<file path="src/rtl/tmr_pkg.sv">
package tmr_pkg;

    typedef enum logic [1:0] {
        ERR_NONE   = 2'd0,
        ERR_PERIOD = 2'd1,
        ERR_WIDTH  = 2'd2,
        ERR_OVF    = 2'd3
    } tmr_err_e;

    typedef enum logic {
        MODE_PWM = 1'b0,
        MODE_CAP = 1'b1
    } tmr_mode_e;

endpackage

</file>
<file path="src/rtl/tmr_plaus.sv">
module tmr_plaus #(
    parameter int CNT_W = 8
) (
    input  logic [CNT_W-1:0] width_i,
    input  logic [CNT_W-1:0] period_i,
    output tmr_pkg::tmr_err_e code_o
);
    import tmr_pkg::*;

    localparam logic [CNT_W-1:0] MIN_PERIOD = CNT_W'(2);

    always_comb begin
        if (period_i < MIN_PERIOD) begin
            code_o = ERR_PERIOD;
        end else if (width_i == '0 || width_i >= period_i) begin
            code_o = ERR_WIDTH;
        end else begin
            code_o = ERR_NONE;
        end
    end

    always_comb begin
        assert (code_o != ERR_NONE || (period_i > width_i && width_i != '0))
            else $error("AST_PLAUS_RESULT");
    end

endmodule

</file>
<file path="src/rtl/tmr_capture.sv">
module tmr_capture #(
    parameter int CNT_W = 8
) (
    input  logic             clk,
    input  logic             rst_n,
    input  logic             active_i,
    input  logic             pin_i,
    output logic             cap_stb_o,
    output logic [CNT_W-1:0] cap_width_o,
    output logic [CNT_W-1:0] cap_period_o,
    output logic             ovf_stb_o
);

    localparam logic [CNT_W-1:0] CNT_MAX = {CNT_W{1'b1}};
    localparam logic [CNT_W-1:0] CNT_ONE = CNT_W'(1);

    typedef struct packed {
        logic             prev;
        logic             armed;
        logic [CNT_W-1:0] cnt;
        logic [CNT_W-1:0] wtmp;
    } cap_state_t;

    cap_state_t st_d, st_q;
    logic       rise, fall;

    assign rise = pin_i & ~st_q.prev;
    assign fall = ~pin_i & st_q.prev;

    assign cap_stb_o    = active_i && st_q.armed && rise;
    assign ovf_stb_o    = active_i && st_q.armed && !rise && st_q.cnt == CNT_MAX;
    assign cap_width_o  = st_q.wtmp;
    assign cap_period_o = st_q.cnt;

    always_comb begin
        st_d      = st_q;
        st_d.prev = pin_i;
        if (!active_i) begin
            st_d.armed = 1'b0;
            st_d.cnt   = '0;
        end else if (rise) begin
            st_d.armed = 1'b1;
            st_d.cnt   = CNT_ONE;
        end else if (st_q.armed) begin
            if (fall) begin
                st_d.wtmp = st_q.cnt;
            end
            if (st_q.cnt == CNT_MAX) begin
                st_d.armed = 1'b0;
            end else begin
                st_d.cnt = st_q.cnt + CNT_ONE;
            end
        end
    end

    always_ff @(posedge clk or negedge rst_n) begin
        if (!rst_n) begin
            st_q <= '0;
        end else begin
            st_q <= st_d;
        end
    end

    AST_CAP_ORDER: assert property (@(posedge clk) disable iff (!rst_n)
        cap_stb_o |-> (cap_width_o < cap_period_o && cap_width_o != '0))
        else $error("AST_CAP_ORDER");

endmodule

</file>
<file path="src/rtl/pwm_cap_timer.sv">
module pwm_cap_timer #(
    parameter int CNT_W = 8
) (
    input  logic             clk,
    input  logic             rst_n,
    input  logic             cfg_cap,
    input  logic             enable,
    input  logic             wr_width,
    input  logic             wr_period,
    input  logic [CNT_W-1:0] wr_data,
    output logic [CNT_W-1:0] rd_width,
    output logic [CNT_W-1:0] rd_period,
    input  logic             pin_in,
    output logic             pin_out,
    output logic             irq,
    output logic             err_flag,
    output logic [1:0]       err_code
);
    import tmr_pkg::*;

    localparam logic [CNT_W-1:0] CNT_ONE = CNT_W'(1);

    typedef struct packed {
        tmr_mode_e        mode;
        logic             running;
        logic [CNT_W-1:0] cnt;
        logic [CNT_W-1:0] act_w;
        logic [CNT_W-1:0] act_p;
        logic [CNT_W-1:0] reg_w;
        logic [CNT_W-1:0] reg_p;
        logic             irq;
        logic             err;
        tmr_err_e         code;
    } tmr_state_t;

    tmr_state_t       st_d, st_q;
    tmr_err_e         chk_code;
    logic             cap_active;
    logic             cap_stb;
    logic             ovf_stb;
    logic [CNT_W-1:0] cap_w;
    logic [CNT_W-1:0] cap_p;

    tmr_plaus #(.CNT_W(CNT_W)) i_plaus (
        .width_i  (st_q.reg_w),
        .period_i (st_q.reg_p),
        .code_o   (chk_code)
    );

    assign cap_active = st_q.running && st_q.mode == MODE_CAP;

    tmr_capture #(.CNT_W(CNT_W)) i_capture (
        .clk          (clk),
        .rst_n        (rst_n),
        .active_i     (cap_active),
        .pin_i        (pin_in),
        .cap_stb_o    (cap_stb),
        .cap_width_o  (cap_w),
        .cap_period_o (cap_p),
        .ovf_stb_o    (ovf_stb)
    );

    always_comb begin
        st_d     = st_q;
        st_d.irq = 1'b0;

        if (!st_q.running) begin
            st_d.mode = cfg_cap ? MODE_CAP : MODE_PWM;
        end

        if (st_q.mode == MODE_PWM) begin
            if (wr_width) begin
                st_d.reg_w = wr_data;
            end
            if (wr_period) begin
                st_d.reg_p = wr_data;
            end
        end

        if (!enable) begin
            st_d.running = 1'b0;
            st_d.cnt     = '0;
        end else if (!st_q.running) begin
            st_d.err  = 1'b0;
            st_d.code = ERR_NONE;
            if (cfg_cap) begin
                st_d.running = 1'b1;
                st_d.mode    = MODE_CAP;
                st_d.cnt     = '0;
            end else if (chk_code != ERR_NONE) begin
                st_d.err  = 1'b1;
                st_d.code = chk_code;
            end else begin
                st_d.running = 1'b1;
                st_d.mode    = MODE_PWM;
                st_d.act_w   = st_q.reg_w;
                st_d.act_p   = st_q.reg_p;
                st_d.cnt     = '0;
            end
        end else if (st_q.mode == MODE_PWM) begin
            if (st_q.cnt == st_q.act_p - CNT_ONE) begin
                st_d.cnt = '0;
                st_d.irq = 1'b1;
                if (chk_code == ERR_NONE) begin
                    st_d.act_w = st_q.reg_w;
                    st_d.act_p = st_q.reg_p;
                end
            end else begin
                st_d.cnt = st_q.cnt + CNT_ONE;
            end
        end else begin
            if (cap_stb) begin
                st_d.reg_w = cap_w;
                st_d.reg_p = cap_p;
                st_d.irq   = 1'b1;
            end
            if (ovf_stb) begin
                st_d.err  = 1'b1;
                st_d.code = ERR_OVF;
            end
        end
    end

    always_ff @(posedge clk or negedge rst_n) begin
        if (!rst_n) begin
            st_q <= '0;
        end else begin
            st_q <= st_d;
        end
    end

    assign pin_out   = st_q.running && st_q.mode == MODE_PWM && st_q.cnt < st_q.act_w;
    assign irq       = st_q.irq;
    assign err_flag  = st_q.err;
    assign err_code  = st_q.code;
    assign rd_width  = st_q.reg_w;
    assign rd_period = st_q.reg_p;

    AST_OUT_OFF: assert property (@(posedge clk) disable iff (!rst_n)
        !enable |=> !pin_out)
        else $error("AST_OUT_OFF");

    AST_IRQ_PULSE: assert property (@(posedge clk) disable iff (!rst_n)
        irq |=> !irq)
        else $error("AST_IRQ_PULSE");

    AST_ACTIVE_PLAUSIBLE: assert property (@(posedge clk) disable iff (!rst_n)
        (st_q.running && st_q.mode == MODE_PWM) |->
            (st_q.act_p >= CNT_W'(2) && st_q.act_w != '0 && st_q.act_w < st_q.act_p))
        else $error("AST_ACTIVE_PLAUSIBLE");

    AST_CAP_PAIR: assert property (@(posedge clk) disable iff (!rst_n)
        cap_stb |=> (rd_width == $past(cap_w) && rd_period == $past(cap_p)))
        else $error("AST_CAP_PAIR");

    AST_CAP_READONLY: assert property (@(posedge clk) disable iff (!rst_n)
        (cap_active && !cap_stb) |=> ($stable(rd_width) && $stable(rd_period)))
        else $error("AST_CAP_READONLY");

    AST_OVF_FLAG: assert property (@(posedge clk) disable iff (!rst_n)
        ovf_stb |=> (err_flag && err_code == 2'd3))
        else $error("AST_OVF_FLAG");

endmodule

</file>
<file path="config.mk">
export PLATFORM = sky130hd
export DESIGN_NAME = pwm_cap_timer
export DESIGN_NICKNAME = d
export VERILOG_FILES = /design/src/rtl/tmr_pkg.sv /design/src/rtl/tmr_plaus.sv /design/src/rtl/tmr_capture.sv /design/src/rtl/pwm_cap_timer.sv
export SDC_FILE = /design/constraint.sdc
export NUM_CORES = 1
export LEC_CHECK = 0
export CORE_UTILIZATION = 44
export DETAILED_ROUTE_END_ITERATION = 6
export DONT_BUFFER_PORTS = 1
export GPL_TIMING_DRIVEN = 1
export PLACE_DENSITY = 0.64
export SLEW_MARGIN = 40
export SYNTH_ARGS = -nofsm -noshare
export SYNTH_HDL_FRONTEND = slang
export SYNTH_HIERARCHICAL = 1
export SYNTH_SLANG_ARGS = --single-unit
export TNS_END_PERCENT = 20
</file>
<file path="constraint.sdc">
create_clock -name clk -period 3.11 [get_ports clk]
set_input_delay 0.4665 -clock clk [delete_from_list [all_inputs] [get_ports clk]]
set_output_delay 0.4665 -clock clk [all_outputs]
set_load 0.01 [all_outputs]
</file>
==> out/metrics.csv <==
metric;value;unit
GR Overflow Total;0;
final worst-path cycle share;0.892;
vias in the first global route;2710;
first-pass GRT wire length;13.7;mm
DP Wirelength;6.05;mm
max_slew headroom;0.622;
crit path max-delay cell type;dfrtp_1;
setup TNS;0;ns
number of cell rows;33;
Static Leak;1.83;nW
Final Hold Fails;9;
slowest stage delay, CP;0.55;ns
CTS resizes;0;
WL/cell;17.9;µm
combinational share of power;0.320;
maxcap violations;0;
buffers added on ports;0;
Post-Route WL;8.36;mm
1st-iter DRT viols;118;
failing checks;hold timing;
number of antenna diodes;0;
Max VDD drop;0.229;mV
clk sinks;64;
Cell Area, Synth;3900;µm²
via count;2640;
num ports;36;
clock slew at reported path FFs;0.07;ns
clock network fraction of total power;0.234;
max-slew violations;0;
Reg2Reg Depth;12;
CTS Buf Count;9;
pwr dens;737;nW/µm²
Setup CP Type;reg -> reg;
DIE AREA;9240;µm²
core area;8380;µm²
sequential cell area fraction in the yosys report;0.411;
Synth cell types;59;
max frequency;361;MHz
WP data arrival;2.99;ns
GRT Total Usage;0.201;
GP Congestion;0.813;
post-synth top area share;0.411;
Crit Path Max Fanout;12;
placed cell area;3770;µm²
Main synth FF type;dfrtp_1;
Async S/R FF share, synth;1.00;
clk root buf;clkbuf_8;
die height;96.1;µm
post-route cell area;3980;µm²
Synth area leader;dfrtp_1;
Worst Tran Pin Value;0.563;ns
r2r endpoint;st_q[42];
Sw Ratio;0.357;
Detailed Routing Iterations Pass 1;4;
DRC;0;
cell with the most instances after synthesis;dfrtp_1;
number of synthesized flops with an enable pin;0;
initial antenna violation count;0;
Longest Clk Path Bufs;2;
sequential share of power;0.446;
Die W;96.1;µm
NumNets Final;389;
Int Power;1.88;mW
register bit total from synthesis;64;
Cells after Synth;381;
antenna-violating nets left;0;
syn_nets;414;
final core utilization;0.474;
TritonCTS clock tree;yes;
vias per cell;5.67;
share of cells above drive strength 1;0.188;
cell breakdown of the critical path;inv_1 -> ha_1 -> and3_1 -> o21ai_1 -> a31o_1 -> a21oi_1 -> nor2_1 -> nor3_1 -> o21a_1 -> nor3_1 -> o21ai_0 -> o21ai_0;
synthesis-to-finish area growth;1.99;%
top cells by area, synth;dfrtp_1, buf_4, ha_1;
R2R Path Start;rd_width[0];
Ys Warns;6;
min Tclk post-route;2.77;ns
Hold Slack;-0.0186;ns
H-tree depth;3;
worst hold path class;in -> async;
reg-to-reg slack, setup;0.34;ns
family with the most delay on the worst path;compound AO/OA/AOI/OAI gates;
CP Capture Type;flip-flop;
Sw Pwr;1.05;mW
crit path launch type;flip-flop;
Final Skew;0.00837;ns
Synth top cells by count;dfrtp_1, buf_4, nor2_1, a21oi_1;
later-pin clock latency in the skew report;0.34;ns
RSZ-0062 raised after global routing;no;
largest net degree at the start of global routing;65;
Setup-failing EPs final;0;
CP bufs+invs;1;
WP data required;3.33;ns
Avg Synthesized Cell Area;10.2;µm²
starting density of the core;0.465;
outcome;finished, violations left;
## cell usage in the layout, fill, tap and decap left out, types with 2 or more instances in the layout
cell / count
nand3_1: 14
nor3b_1: 2
a21o_1: 3
a21boi_0: 3
nand2b_1: 7
clkbuf_1: 3
ha_1: 18
nor2b_1: 5
a211o_2: 2
mux2i_1: 16
mux2_2: 15
a41oi_1: 3
nor4_1: 2
nor4_2: 2
nand2_1: 18
clkinv_2: 3
o22ai_1: 3
a21oi_1: 23
clkbuf_8: 9
inv_2: 4
o21ai_0: 10
and3_1: 3
nor2_1: 31
nand4b_1: 3
a31oi_1: 2
xnor2_1: 12
inv_1: 18
xor2_1: 2
buf_4: 8
and2_1: 4
nand4_1: 4
dfrtp_1: 64
nor3_1: 9
mux2_4: 10
## logic make-up (layout without fill, tap and decap cells)
group,after synthesis,in the layout,share of synthesized area
AOI/OAI and AO/OA,63,63,0.114
muxes,41,41,0.123
DFF,64,64,0.411
xor gates and xnor gates,14,14,0.0315
adders and majority gates,18,18,0.0578
and+or+nand+nor,114,114,0.159
buffers and inverters,67,47,0.104
## worst max-delay path by stage
stage | from | endpoint | slack [ns] | depth (start not counted)
after floorplan | rd_width[6] | st_q[25] | 0.62 | 10
final | rd_width[0] | st_q[42] | 0.34 | 12
after CTS | rd_width[0] | st_q[42] | 0.30 | 12
after global routing | rd_width[0] | st_q[42] | 0.05 | 12
after global placement | rd_width[0] | st_q[41] | 0.42 | 12
after detailed placement | rd_width[0] | st_q[42] | 0.36 | 12
## final cells by class
cell class,instances,area [µm²]
fill,754,4410
clock inverter,4,45.0
sequential,64,1600
clock buffer,12,135
inverter,22,82.6
timing repair buffer,9,87.6
tap,105,131
multi-input combinational,250,1890
## power by group through the flow
stage | Sequential, mW | Clock, mW | Combinational [mW]
after CTS | 1.31 | 0.705 | 0.948
after floorplan | 1.20 | 0 | 0.901
after detailed placement | 1.33 | 0 | 0.921
after global placement | 1.32 | 0 | 0.883
after global routing | 1.34 | 0.738 | 1.05
final | 1.31 | 0.685 | 0.938
## metal layers
| metal | vias to the layer above | part of all wire | global-route usage | wire [µm] |
|---|---|---|---|---|
| met5 | - | 0 | 0 | 0 |
| met4 | 0 | 0.027 | 0.0883 | 225 |
| met3 | 19 | 0.060 | 0.0656 | 503 |
| met2 | 72 | 0.49 | 0.337 | 4130 |
| met1 | 1289 | 0.42 | 0.232 | 3500 |
| li1 | 1260 | - | - | - |
## flip-flops by register name (all words and copies together) (netlist names), named ones only
signal / count
rd_width: 8
rd_period: 8
i_capture/cap_period_o: 8
err_flag: 1
err_code: 2
i_capture/cap_width_o: 8
irq: 1
i_capture/st_q: 2
st_q: 25
## metrics by stage
stage,hold slack [ns],power (mW),cells,setup WS [ns]
detailed placement,0.173,2.25,449,0.356
global placement,0.173,2.20,449,0.425
floorplan,0.171,2.11,381,0.623
global route,0.00234,3.13,466,0.0452
CTS,0.00340,2.96,466,0.301
finish,-0.0186,2.93,466,0.336
## what timing repair did
item / in CTS / in global routing
hold buffers: 1 / 0
setup buffers: 0 / 0
endpoints found under the hold margin: 64 / 0
(Power assumes the default switching activity.)
